===== src/rtl/pinirq_pkg.sv =====
package pinirq_pkg;
  localparam int LINES   = 32;
  localparam int GROUP_W = 8;
  localparam int GROUPS  = LINES / GROUP_W;
  localparam int PORT_W  = 16;
  localparam int ADDR_W  = 4;

  typedef enum logic [ADDR_W-1:0] {
    RA_ASSIGN   = 4'd0,
    RA_EN_SET   = 4'd1,
    RA_EN_CLR   = 4'd2,
    RA_PEND     = 4'd3,
    RA_TRIG_SET = 4'd4,
    RA_TRIG_CLR = 4'd5,
    RA_POL_SET  = 4'd6,
    RA_POL_CLR  = 4'd7,
    RA_LEVEL    = 4'd8,
    RA_CAPT     = 4'd9
  } reg_addr_e;
endpackage


===== src/rtl/pinirq_sync.sv =====
module pinirq_sync #(
  parameter int W = 8
) (
  input  logic         clk,
  input  logic         rst_n,
  input  logic [W-1:0] d_i,
  output logic [W-1:0] q_o
);
  logic [W-1:0] meta_q;

  always_ff @(posedge clk or negedge rst_n) begin
    if (!rst_n) begin
      meta_q <= '0;
      q_o    <= '0;
    end else begin
      meta_q <= d_i;
      q_o    <= meta_q;
    end
  end
endmodule


===== src/rtl/pinirq_route.sv =====
module pinirq_route
  import pinirq_pkg::*;
#(
  parameter int N_PORTS = 4
) (
  input  logic [N_PORTS*PORT_W-1:0] pins_s,
  input  logic [LINES-1:0]          sel,
  input  logic [LINES-1:0]          pol,
  output logic [LINES-1:0]          cond
);
  logic [LINES-1:0] raw;

  for (genvar g = 0; g < GROUPS; g++) begin : g_grp
    localparam int OFS = (g % 2) * GROUP_W;
    logic [GROUP_W-1:0] bsel;
    logic [GROUP_W-1:0] grp;

    assign bsel = sel[g*GROUP_W +: GROUP_W];

    always_comb begin
      grp = '0;
      for (int p = 0; p < N_PORTS; p++) begin
        if (bsel == GROUP_W'(p)) grp = pins_s[p*PORT_W+OFS +: GROUP_W];
      end
    end

    assign raw[g*GROUP_W +: GROUP_W] = grp;
  end

  assign cond = raw ^ pol;
endmodule


===== src/rtl/pinirq_detect.sv =====
module pinirq_detect
  import pinirq_pkg::*;
(
  input  logic             clk,
  input  logic             rst_n,
  input  logic [LINES-1:0] cond,
  input  logic [LINES-1:0] trig,
  input  logic [LINES-1:0] ack_pend,
  input  logic [LINES-1:0] ack_capt,
  output logic [LINES-1:0] pend_q,
  output logic [LINES-1:0] capt_q
);
  logic [LINES-1:0] prev_q;
  logic [LINES-1:0] evt;
  logic [LINES-1:0] pend_n;
  logic [LINES-1:0] capt_n;

  always_comb begin
    evt    = (trig & cond & ~prev_q) | (~trig & cond);
    pend_n = (trig & (evt | (pend_q & ~ack_pend))) | (~trig & cond);
    capt_n = evt | (capt_q & ~ack_capt);
  end

  always_ff @(posedge clk or negedge rst_n) begin
    if (!rst_n) begin
      prev_q <= '0;
      pend_q <= '0;
      capt_q <= '0;
    end else begin
      prev_q <= cond;
      pend_q <= pend_n;
      capt_q <= capt_n;
    end
  end
endmodule


===== src/rtl/pinirq_unit.sv =====
module pinirq_unit
  import pinirq_pkg::*;
#(
  parameter int          N_PORTS    = 4,
  parameter logic [31:0] ASSIGN_RST = 32'h0101_0000
) (
  input  logic                      clk,
  input  logic                      rst_n,
  input  logic [N_PORTS*PORT_W-1:0] pins_i,
  input  logic                      bus_we,
  input  logic [ADDR_W-1:0]         bus_addr,
  input  logic [LINES-1:0]          bus_wdata,
  output logic [LINES-1:0]          bus_rdata,
  output logic                      irq_o
);
  localparam int PIN_W = N_PORTS * PORT_W;

  logic             rst_meta_q, rst_int_n;
  logic [PIN_W-1:0] pins_s;
  logic [LINES-1:0] cond;
  logic [LINES-1:0] mask_q, mask_n;
  logic [LINES-1:0] trig_q, trig_n;
  logic [LINES-1:0] pol_q, pol_n;
  logic [LINES-1:0] sel_q, sel_n;
  logic [LINES-1:0] req_q, capt_q;
  logic [LINES-1:0] ack_pend, ack_capt;
  logic             ctl_en;

  always_ff @(posedge clk or negedge rst_n) begin
    if (!rst_n) begin
      rst_meta_q <= 1'b0;
      rst_int_n  <= 1'b0;
    end else begin
      rst_meta_q <= 1'b1;
      rst_int_n  <= rst_meta_q;
    end
  end

  pinirq_sync #(.W(PIN_W)) u_sync (
    .clk  (clk),
    .rst_n(rst_int_n),
    .d_i  (pins_i),
    .q_o  (pins_s)
  );

  pinirq_route #(.N_PORTS(N_PORTS)) u_route (
    .pins_s(pins_s),
    .sel   (sel_q),
    .pol   (pol_q),
    .cond  (cond)
  );

  assign ack_pend = (bus_we && bus_addr == RA_PEND) ? bus_wdata : '0;
  assign ack_capt = (bus_we && bus_addr == RA_CAPT) ? bus_wdata : '0;

  pinirq_detect u_detect (
    .clk     (clk),
    .rst_n   (rst_int_n),
    .cond    (cond),
    .trig    (trig_q),
    .ack_pend(ack_pend),
    .ack_capt(ack_capt),
    .pend_q  (req_q),
    .capt_q  (capt_q)
  );

  always_comb begin
    mask_n = mask_q;
    trig_n = trig_q;
    pol_n  = pol_q;
    sel_n  = sel_q;
    ctl_en = 1'b0;
    if (bus_we) begin
      ctl_en = 1'b1;
      case (reg_addr_e'(bus_addr))
        RA_ASSIGN:   sel_n  = bus_wdata;
        RA_EN_SET:   mask_n = mask_q | bus_wdata;
        RA_EN_CLR:   mask_n = mask_q & ~bus_wdata;
        RA_TRIG_SET: trig_n = trig_q | bus_wdata;
        RA_TRIG_CLR: trig_n = trig_q & ~bus_wdata;
        RA_POL_SET:  pol_n  = pol_q | bus_wdata;
        RA_POL_CLR:  pol_n  = pol_q & ~bus_wdata;
        default:     ctl_en = 1'b0;
      endcase
    end
  end

  always_ff @(posedge clk or negedge rst_int_n) begin
    if (!rst_int_n) begin
      mask_q <= '0;
      trig_q <= '0;
      pol_q  <= '0;
      sel_q  <= ASSIGN_RST;
    end else if (ctl_en) begin
      mask_q <= mask_n;
      trig_q <= trig_n;
      pol_q  <= pol_n;
      sel_q  <= sel_n;
    end
  end

  always_comb begin
    case (reg_addr_e'(bus_addr))
      RA_ASSIGN:               bus_rdata = sel_q;
      RA_EN_SET,   RA_EN_CLR:  bus_rdata = mask_q;
      RA_PEND:                 bus_rdata = req_q;
      RA_TRIG_SET, RA_TRIG_CLR: bus_rdata = trig_q;
      RA_POL_SET,  RA_POL_CLR: bus_rdata = pol_q;
      RA_LEVEL:                bus_rdata = cond;
      RA_CAPT:                 bus_rdata = capt_q;
      default:                 bus_rdata = '0;
    endcase
  end

  assign irq_o = |(req_q & mask_q);
endmodule


===== config.mk =====
export PLATFORM = sky130hd
export DESIGN_NAME = pinirq_unit
export DESIGN_NICKNAME = d
export VERILOG_FILES = /design/src/rtl/pinirq_pkg.sv /design/src/rtl/pinirq_sync.sv /design/src/rtl/pinirq_route.sv /design/src/rtl/pinirq_detect.sv /design/src/rtl/pinirq_unit.sv
export SDC_FILE = /design/constraint.sdc
export NUM_CORES = 1
export LEC_CHECK = 0
export ABC_AREA = 1
export BUFFER_PORTS_ARGS = -buffer_cell sky130_fd_sc_hd__buf_4
export CORE_ASPECT_RATIO = 0.75
export CORE_UTILIZATION = 55
export CTS_CLUSTER_DIAMETER = 30
export DETAILED_ROUTE_END_ITERATION = 8
export GPL_TIMING_DRIVEN = 0
export PLACE_DENSITY = 0.74
export SYNTH_ARGS = -nofsm -noshare
export SYNTH_HDL_FRONTEND = slang
export SYNTH_SLANG_ARGS = --single-unit

===== constraint.sdc =====
create_clock -name clk -period 32.8 [get_ports clk]
set_input_delay 6.56 -clock clk [delete_from_list [all_inputs] [get_ports clk]]
set_output_delay 6.56 -clock clk [all_outputs]
set_load 0.02 [all_outputs]

== After elaboration in Yosys (flattened, before gate mapping) ==
Index checks and enable logic that the tools add are counted.

* Register bits after elaboration: 354
* Bits of input ports: 103
* Output and inout bits: 33
* Word-level logic and storage cells: 98

* Eq/ne operators: 21
* Multiplexer cells: 24
* Bitwise logic cells: 23
* Reduce and logical (&&, ||, !) cells: 19

{| class="wikitable"
|+ Operators by type and width
! kind !! number
|-
| $and 32x32->32 || 10
|-
| $or 32x32->32 || 7
|-
| $pmux 32 s7 || 1
|-
| $pmux 32 s2 || 3
|-
| $not 32->32 || 5
|-
| $mux 8 || 16
|-
| $eq 8x2->1 const B || 8
|-
| $mux 32 || 2
|-
| $eq 8x1->1 const B || 4
|-
| $logic_not 8->1 || 4
|-
| $reduce_or 32->1 || 1
|-
| $xor 32x32->32 || 1
|-
| $eq 4x3->1 const B || 4
|-
| $reduce_and 3->1 || 4
|-
| $eq 4x2->1 const B || 2
|-
| $eq 4x4->1 const B || 2
|-
| $reduce_or 7->1 || 1
|-
| $reduce_bool 2->1 || 3
|-
| $reduce_or 2->1 || 3
|-
| $eq 4x1->1 const B || 1
|-
| $logic_not 4->1 || 1
|-
| $logic_and 1x1->1 || 2
|-
| $mux 1 || 2
|}

== Logic depth before layout (Yosys ltp) ==
Gate-level depths: netlist (run 1).

* Word-level depth: 12
* Mapped depth: 11
* Depth with buffers taken out: 11

== Modules after synthesis ==
A second synthesis (run 1) with hierarchy kept.

* Cells, all modules: 2,176
* Area, all modules: 16,613.4 um^2

{| class="wikitable"
|+ Modules (own cells, without submodules)
! module !! instances !! cells each !! area an instance (um^2)
|-
| pinirq_unit || 1 || 1,239 || 8,040.2
|-
| pinirq_detect || 1 || 352 || 3,403.3
|-
| pinirq_sync || 1 || 128 || 3,203.1
|-
| pinirq_route || 1 || 457 || 1,966.9
|}

== Worst setup path after synthesis (run 1) ==
OpenSTA, ideal clock, no wires.

* Path kind: in2out
* From: input port bus_addr[0]
* To: output port bus_rdata[1]
* Arrival time: 7.661 ns
* Required time: 26.240 ns
* Path slack: 18.579 ns
* Cell stages on the path: 7
* Cell sequence: or2_1 nand3_2 inv_2 buf_2 a22o_1 nor3_1 nand2_1

* Word-level cells in the longest chain between the ends: 3
* Elaborated cells on any way between the ends: 14
* Classes of those cells: 9 x eq/ne; 1 x mux; 4 x reduce/logical

{| class="wikitable"
|+ RTL lines
! element !! RTL line !! RTL
|-
| start, declared || pinirq_unit.sv:11 || <nowiki>input logic [ADDR_W-1:0] bus_addr,</nowiki>
|-
| $eq 4x3->1, or another cell as far along || pinirq_unit.sv:103 || <nowiki>case (reg_addr_e'(bus_addr))</nowiki>
|-
| $reduce_or 2->1 || pinirq_unit.sv:103 ||
|-
| $pmux 32 s7 (*) || pinirq_unit.sv:103 ||
|-
| end, declared || pinirq_unit.sv:13 || <nowiki>output logic [LINES-1:0] bus_rdata,</nowiki>
|}

Mark *: on every way between the ends. The rest lies on a longest branch, timed or not.

== Worst setup path after layout (run 1) ==
* From: input port bus_addr[3]
* To: output port bus_rdata[22]

The elaborated chain is that of the path after synthesis.

==> results list, run 1 <==
- Core Rows: 52
- Clock Skew: between 0.02 and 0.025 ns
- The number of antenna diodes in the final layout is 0.
- Of the total synthesized cell area, the portion taken by XOR and XNOR cells is 0.
- Core Region: 0.0273 mm^2
- Antenna violations before repair: 0
* Adder-cell share of the synthesized area: 0
* Crit path max fanout: 10
* Delay of the slowest cell on the worst path: 0.41 ns
* Count of pins on the block boundary: around 140
* FF-to-FF path depth: 11
- After clock tree synthesis, the clock-pin slew on the worst setup and hold paths is 0.05 ns.
* Placed wire-length estimate: 35.2 mm
* Worst flop-to-flop path startpoint: sel_q[14]$_DFFE_PN0P_
- The completed layout was analyzed and its total power is 0.00148 W.
* Antenna-violating nets left: 0
- Synthesized net count: 1850
* Worst setup EP type: output port
- Count of synthesis-stage warnings from yosys: 0
- DR DRC count: 0
- Post-placement worst setup slack: 17.61 ns
* Gates resized, CTS repair: 0
- Path length in cells of the critical path: 10
- Data arrival time at the worst-slack endpoint: 8.81 ns
- In this run the power spent charging and discharging nets is 0.000467 W.
* Average routed wire per standard cell: approximately 22 um
- Cell area after synthesis: between 0.015 and 0.02 mm^2
- Clock tree from TritonCTS: yes
- Final setup TNS: 0 ns
* Dominant combinational cell family by area after synthesis: simple AND/OR/NAND/NOR gates
- STA puts the critical path data required time at 26.24 ns.
* Critical path cell sequence: buf_4 > nor2_4 > nand3_2 > inv_2 > buf_2 > nand2_1 > nand3_1 > nor3_1 > nand2_1 > buf_4
- The number of buffers and inverters on the critical path is 4.
- Of the cells placed in the final design, the portion with a size suffix greater than 1 is 0.158.
* Worst Slack Setup Final: 17.43 ns
* Static Leakage: 9.31 nW
* Basic-gate share of the synthesized area counting and, or, nand and nor cells: 0.239
- Derived from the worst setup path, the maximum achievable clock frequency is 65.1 MHz.
* Global routing usage summed across all routing layers: 0.359
- The worst setup path is launched from an input port.
- For this block, the via count after detailed routing is 14200.
- The synthesized-area fraction occupied by ao, oa, aoi and oai cells was 0.108.
* Worst IR drop on VDD: 52.7 uV
- Share of the core filled with cells: 0.699
* Multiplexer share of the synthesized area: 0.0207
* Worst skew pair latency: 0.57 ns
- Initial core utilization: 0.568
- The floorplan step set the die height to ~150 um.
- At the pin with the least slew margin, the transition time is 1.06 ns.
- The die covers 0.0289 mm^2.
- The critical path is of the input port to output port type.
- No sink is reached through more buffers than the 3 on the longest clock path.
- Number of buffers inserted during clock tree synthesis: 54
* Most common cell after layout, fill and taps aside: sky130_fd_sc_hd__nand2_1
- For the finished layout, the period the worst path requires is around 15 ns.
* Average size of a mapped cell: 8.88 um^2
- I/O Buffers: 135
* Post-detailed-routing wire length: 51.4 mm
- Of the total power, the clock network draws 0.419.
* Sequential element share of the synthesized area: 0.571
* Proportion of power drawn by combinational gates: 0.191
- Global route overflow: 0
* Number of violations reported at the end of detailed-routing iteration 0: 2003
- The internal portion of the total power is 0.00101 W.
* Number of pins exceeding their max-slew limit in the final report: 0
- Part of the total power dissipated in sequential elements: 0.389
- Final count of negative-setup-slack endpoints: 0
- The worst hold path passes through 0 cells.
- Share of the clock period used by the worst path after layout: 0.469
* Pin count of the biggest net entering global routing: 73
* Gpl congestion: between 0.9 and 1
- Post-CTS setup repair buffer count: 0
* Layout area overhead: 23.1%
- Clock tree root buffer cell: sky130_fd_sc_hd__clkbuf_16
- Number of storage elements in the synthesis netlist: 354
* Run status: complete, no violations
- Max Cap Violations: 0
- Hold_buf cts: 0
- The final layout contains around 2000 nets.
- In the layout the commonest cells are sky130_fd_sc_hd__nand2_1, sky130_fd_sc_hd__dfrtp_1, sky130_fd_sc_hd__nand3_1, sky130_fd_sc_hd__inv_1, sky130_fd_sc_hd__buf_4.
- The worst hold path belongs to the class register to register.
- Setup repair after global routing left no endpoint under its margin.
- Total power divided by cell area: 77.5 mW/mm^2
- Synthesis handed over a netlist of 1747 instances.
- The most critical setup path has its startpoint at bus_addr[3].
* Detailed-router iteration count before antenna repair: 8
- Number of global-route vias before repair: 13500
* Layout Cells excl Fill: 2337
- In this run, placement finished with an instance count of 2238.
- Among all stages on the critical path, the largest delay is contributed by sky130_fd_sc_hd__nor2_4.
- Total clock sinks: 354
- CTS H-Tree Depth: 2
- Vias/cell: between 6 and 7
- Die W: 196 um
- The synthesized netlist contains 39 unique library cells.
- Headroom to the max-slew limit: 0.295
* Proportion of total power due to net switching: 0.315
- The first global-routing pass estimated 77.5 mm of wire.
- The cell family contributing the most delay on the critical path is simple AND/OR/NAND/NOR gates.
- Fillers: 2118
- Number of hold violations in the final report: 0
* Min-Delay Startpoint: u_sync.meta_q[2]$_DFF_PN0_
[area by class of cell]
cell class                      count  area (um^2)  share of cell area
Clock buffer                       61         1450              0.0759
Tap cell                          351          439              0.0230
Multi-Input combinational cell   1156         5690               0.298
Inverter                          174          653              0.0342
Sequential cell                   354         8860               0.464
Timing Repair Buffer              140         1150              0.0603
Buffer                             63          302              0.0158
Clock inverter                     38          537              0.0281
[kinds of logic (layout without fill, tap and decap cells)]
group | Yosys count | count (layout)
other cells | 1 | 1
mux | 32 | 32
buf+inv | 237 | 476
simple gates | 830 | 830
compound gates | 293 | 293
flops | 354 | 354
[routing by layer]
| layer | routed length [um] | global-route usage | vias to the layer above | share of wire |
|---|---|---|---|---|
| met3 | 7800 | 0.122 | 115 | 0.15 |
| li1 | - | - | 6247 | - |
| met5 | 0 | 0 | - | 0 |
| met2 | 21300 | 0.492 | 1029 | 0.41 |
| met4 | 1380 | 0.120 | 0 | 0.027 |
| met1 | 20900 | 0.534 | 6810 | 0.41 |
[metrics by stage]
| step | hold WS, ns | cell area, um^2 |
|---|---|---|
| floorplan | 0.331 | 15500 |
| global placement | 0.332 | 17000 |
| detailed placement | 0.335 | 17100 |
| CTS | 0.346 | 19100 |
| global route | 0.350 | 19100 |
| finish | 0.344 | 19100 |
[synth_stat cells]
| cell type | n | area, um^2 |
|---|---|---|
| sky130_fd_sc_hd__nor3_2 | 2 | 20.0 |
| sky130_fd_sc_hd__buf_2 | 34 | 170 |
| sky130_fd_sc_hd__a31oi_1 | 64 | 400 |
| sky130_fd_sc_hd__nor2_1 | 51 | 191 |
| sky130_fd_sc_hd__o21ai_0 | 60 | 300 |
| sky130_fd_sc_hd__and2_1 | 29 | 181 |
| sky130_fd_sc_hd__inv_1 | 163 | 612 |
| sky130_fd_sc_hd__nor4_1 | 5 | 31.3 |
| sky130_fd_sc_hd__or2_2 | 2 | 12.5 |
| sky130_fd_sc_hd__a221oi_1 | 1 | 8.76 |
| sky130_fd_sc_hd__a22o_1 | 15 | 131 |
| sky130_fd_sc_hd__nor4_4 | 2 | 42.5 |
| sky130_fd_sc_hd__nand3b_1 | 5 | 37.5 |
| sky130_fd_sc_hd__nand2_2 | 4 | 25.0 |
| sky130_fd_sc_hd__nand4_1 | 9 | 56.3 |
| sky130_fd_sc_hd__o22ai_1 | 39 | 244 |
| sky130_fd_sc_hd__inv_2 | 10 | 37.5 |
| sky130_fd_sc_hd__o211ai_1 | 2 | 15.0 |
| sky130_fd_sc_hd__or2_0 | 1 | 6.26 |
| sky130_fd_sc_hd__nor2_4 | 4 | 45.0 |
| sky130_fd_sc_hd__buf_4 | 6 | 45.0 |
| sky130_fd_sc_hd__dfstp_2 | 2 | 52.6 |
| sky130_fd_sc_hd__nand3_1 | 222 | 1110 |
| sky130_fd_sc_hd__mux2i_1 | 32 | 320 |
| sky130_fd_sc_hd__conb_1 | 1 | 3.75 |
| sky130_fd_sc_hd__nor3_1 | 30 | 150 |
| sky130_fd_sc_hd__o21ai_1 | 42 | 210 |
| sky130_fd_sc_hd__clkbuf_1 | 21 | 78.8 |
| sky130_fd_sc_hd__dfrtp_1 | 352 | 8810 |
| sky130_fd_sc_hd__nor2_2 | 7 | 43.8 |
| sky130_fd_sc_hd__nand2_1 | 450 | 1690 |
| sky130_fd_sc_hd__nand3_2 | 1 | 10.0 |
| sky130_fd_sc_hd__buf_1 | 2 | 7.51 |
| sky130_fd_sc_hd__o2111ai_1 | 1 | 8.76 |
| sky130_fd_sc_hd__or2_1 | 5 | 31.3 |
| sky130_fd_sc_hd__nor3_4 | 1 | 16.3 |
| sky130_fd_sc_hd__a221o_1 | 1 | 10.0 |
| sky130_fd_sc_hd__clkinv_1 | 1 | 3.75 |
| sky130_fd_sc_hd__a21oi_1 | 68 | 340 |
[power groups by stage]
stage | clock, W | combinational [W] | sequential, W
2_1_floorplan | 0 | 0.000182 | 0.000567
3_3_place_gp | 0 | 0.000256 | 0.000584
3_5_place_dp | 0 | 0.000273 | 0.000578
4_1_cts | 0.000624 | 0.000277 | 0.000573
5_1_grt | 0.000644 | 0.000312 | 0.000583
6_report | 0.000621 | 0.000283 | 0.000576
[path summary, 6_finish.rpt]
kind,endpoint,slack [ns]
setup / recovery,bus_rdata[22],17.43
hold / removal,u_sync.q_o[2]$_DFF_PN0_,0.34
setup reg to reg,u_detect.capt_q[15]$_DFF_PN0_,30.40
hold reg to reg,u_sync.q_o[2]$_DFF_PN0_,0.34
max in group asynchronous,rst_int_n$_DFF_PN0_,26.94
min in group asynchronous,u_sync.q_o[38]$_DFF_PN0_,0.44
Note: power is estimated with default switching activity, not from simulation.
==> run 2, diff against run 1 <==
- CORE_UTILIZATION: 55 -> 54
- PLACE_DENSITY: 0.74 -> 0.76
- clock period: 32.8 -> 12.35 ns (I/O delays scaled with it)
==> run 2 against run 1 <==
Net effect: routed wire length hardly changed; register-to-register slack lost 20 ns; flip-flop and latch count unchanged; setup slack got worse by 12 ns; via count up 0.77%; die area grew 1.8%; design area unchanged.
==> results list, run 2 (same netlist as run 1, synthesis figures left out) <==
- Run status: complete, no violations
* Clock tree from TritonCTS: yes
* Top cell by count, worst path: sky130_fd_sc_hd__buf_4
* Startpoint Class: input port
* Share of cells above drive strength 1: 0.158 (unchanged)
- Number of global-route vias before repair: 13900 (+3.0%)
* Layout Cells excl Fill: 2371 (+1.5%)
- The number of endpoints with negative hold slack in the final report is 0 (unchanged).
- Maximum count of clock buffers along a single path: 3 (unchanged)
- Headroom to the max-slew limit: 0.292 (-0.00265)
- Die extent in y: 149 um (+0.91%)
- Number of buffers inserted during clock tree synthesis: 55 (+1.9%)
* Post-CTS setup repair buffer count: 0 (unchanged)
- Core Rows: 53 (+1.9%)
- Worst Slack Setup Final: 5.26 ns (-12.17 ns)
* Gates resized, CTS repair: 0 (unchanged)
- The number of instances in the placed design came to 2272 (+1.5%).
* Post-detailed-routing wire length: 51.4 mm (about the same)
* Delay of the slowest cell on the worst path: 0.74 ns (+0.33 ns)
* Average routed wire per standard cell: 21.7 um (-1.5%)
* Crit path max fanout: 10 (unchanged)
- Core Region: 0.0281 mm^2 (+2.9%)
* Highest attainable clock frequency: roughly 140 MHz
- The total power density per cell area came to 204 mW/mm^2 (+160%).
- The worst path buffer plus inverter count came to 3 (-1).
- First-pass GRT wire length: 78.9 mm (+1.7%)
- The clock-pin slew on the worst setup and hold paths was 0.06 ns (about the same).
* Most common cell after layout, fill and taps aside: sky130_fd_sc_hd__nand2_1
- The switching power of the nets was 0.00124 W (+160%).
- Final count of negative-setup-slack endpoints: 0 (unchanged)
* Hold_buf cts: 0 (unchanged)
* Clock Power Share: 0.415 (-0.004)
* Static Leakage: 9.27 nW (-0.49%)
* Max Cap Violations: 0 (unchanged)
* Worst setup EP type: output port
* Die Outline Area: 0.0294 mm^2 (+1.8%)
- Data required, critical path: 9.88 ns (-16.36 ns)
* Top library cells by usage in the layout, fill and taps aside: sky130_fd_sc_hd__nand2_1, sky130_fd_sc_hd__dfrtp_1, sky130_fd_sc_hd__nand3_1, sky130_fd_sc_hd__inv_1, sky130_fd_sc_hd__buf_4
- The worst setup slack after placement was 5.40 ns (-12.21 ns).
* Hold Worst Slack: 0.340 ns (-0.00392 ns)
- The detailed-router iteration count before antenna repair was 7 (-1).
* Proportion of power drawn by combinational gates: 0.192 (about the same)
- Part of the total power dissipated in sequential elements: 0.392 (+0.003)
* Count of pins on the block boundary: 136 (unchanged)
- The last weighted congestion value of the routability-driven placer came to 0.945 (-2.6%).
- The cell sitting at the root of the clock tree is a sky130_fd_sc_hd__clkbuf_16.
- Vias/cell: 6.04 (-0.68%)
* RSZ-0062 raised after global routing: no
* Fillers: 2228 (+5.2%)
- Data arrival time at the worst-slack endpoint: 4.62 ns (-4.19 ns)
* Critical path cell sequence: buf_4 > or2_1 > nor3_2 > clkbuf_1 > nand3_1 > nand2_1 > buf_4
- Kind of cell adding the most delay to the critical path: simple AND/OR/NAND/NOR gates
- Antenna violations before repair: 0 (unchanged)
- Internal power component: 0.00267 W (+160%)
- The worst setup path is of the input port to output port kind.
- The number of DRC markers in iteration 0 came to 2015 (+0.60%).
- Number of inserted diodes: 0 (unchanged)
- The pin count of the biggest net entering global routing is 76 (+4.1%).
* Layout area overhead: 23.1% (unchanged)
- Die W: 198 um (+0.91%)
* Number of pins exceeding their max-slew limit in the final report: 0 (unchanged)
* Hold/Removal Path Class: register to register
- Initial core utilization: 0.552 (-0.0160)
* Antenna-violating nets left: 0 (unchanged)
* Cell with the largest stage delay on the worst path: sky130_fd_sc_hd__clkbuf_1
* Post-layout minimum cycle time: between 7 and 8 ns
- Total clock sinks: 354 (unchanged)
- The largest voltage drop on the vdd net came to 157 uV (+200%).
- The cell depth of the worst min-delay path is 0 (unchanged).
* DR DRC count: 0 (unchanged)
- The transition at the pin with the smallest max-transition slack was 1.06 ns (+0.00397 ns).
* Proportion of total power due to net switching: 0.317 (+0.00149)
* Global routing usage summed across all routing layers: 0.360 (+0.000605)
- Share of the clock period used by the worst path after layout: 0.574
* I/O Buffers: 135 (unchanged)
- The clock insertion delay at the later pin of the skew report came to 0.58 ns (about the same).
* Global route overflow: 0 (unchanged)
- CTS H-Tree Depth: 2 (unchanged)
* Final-stage net count: 2047 (+0.049%)
- The number of vias after detailed routing came to 14300 (+0.77%).
- The estimated wirelength of the detail-placed design came to 35.1 mm (-0.43%).
- The number of cells traversed by the worst register-to-register path was 11 (unchanged).
* Clock Skew: 0.0116 ns (-0.0106 ns)
- Path length in cells of the critical path: 7 (-3)
[run 2: cell types whose count changed in the layout (fill, tap and decap cells not counted), sizes merged]
cell	change
clkinvlp	+6
clkbuf	-1
clkinv	-6
inv	+2
bufinv	-1
[run 2: final cells by class]
class / instances / area [um^2] / share of cell area
tap: 385 / 482 / 0.0252
clock inverter: 39 / 497 / 0.0260
timing repair buffer: 140 / 1150 / 0.0603
multi-input combinational: 1156 / 5690 / 0.298
sequential: 354 / 8860 / 0.464
clock buffer: 60 / 1450 / 0.0758
inverter: 174 / 653 / 0.0342
buffer: 63 / 302 / 0.0158
[run 2: final timing paths]
kind / startpoint / end / slack, ns
max: bus_addr[0] / bus_rdata[31] / 5.26
min: u_sync.meta_q[30]$_DFF_PN0_ / u_sync.q_o[30]$_DFF_PN0_ / 0.34
max reg2reg: sel_q[15]$_DFFE_PN0P_ / u_detect.capt_q[15]$_DFF_PN0_ / 10.00
min reg2reg: u_sync.meta_q[30]$_DFF_PN0_ / u_sync.q_o[30]$_DFF_PN0_ / 0.34
max in group asynchronous: rst_n / rst_int_n$_DFF_PN0_ / 10.59
min in group asynchronous: rst_int_n$_DFF_PN0_ / u_sync.meta_q[39]$_DFF_PN0_ / 0.43
[run 2: per-stage QoR]
step,instance area [um^2],setup TNS (ns),util,power [W]
final,19100,0,0.679,0.00390
after global routing,19100,0,0.679,0.00406
after CTS,19100,0,0.679,0.00388
after detailed placement,17100,0,0.610,0.00226
after global placement,17000,-650.95,0.605,0.00223
after floorplan,15500,0,-,0.00199
[run 2: power groups by stage]
stage	sequential [W]	combinational, W	clock, W
3_3_place_gp	0.00155	0.000681	0
4_1_cts	0.00152	0.000734	0.00162
5_1_grt	0.00155	0.000830	0.00168
3_5_place_dp	0.00154	0.000727	0
6_report	0.00153	0.000751	0.00162
2_1_floorplan	0.00150	0.000483	0
[run 2: routing by layer]
| metal | up-vias | GRT usage | wire length, um |
|---|---|---|---|
| met2 | 1021 | 0.508 | 21400 |
| li1 | 6246 | - | - |
| met4 | 0 | 0.114 | 1560 |
| met5 | - | 0 | 0 |
| met1 | 6888 | 0.521 | 20400 |
| met3 | 155 | 0.123 | 8010 |
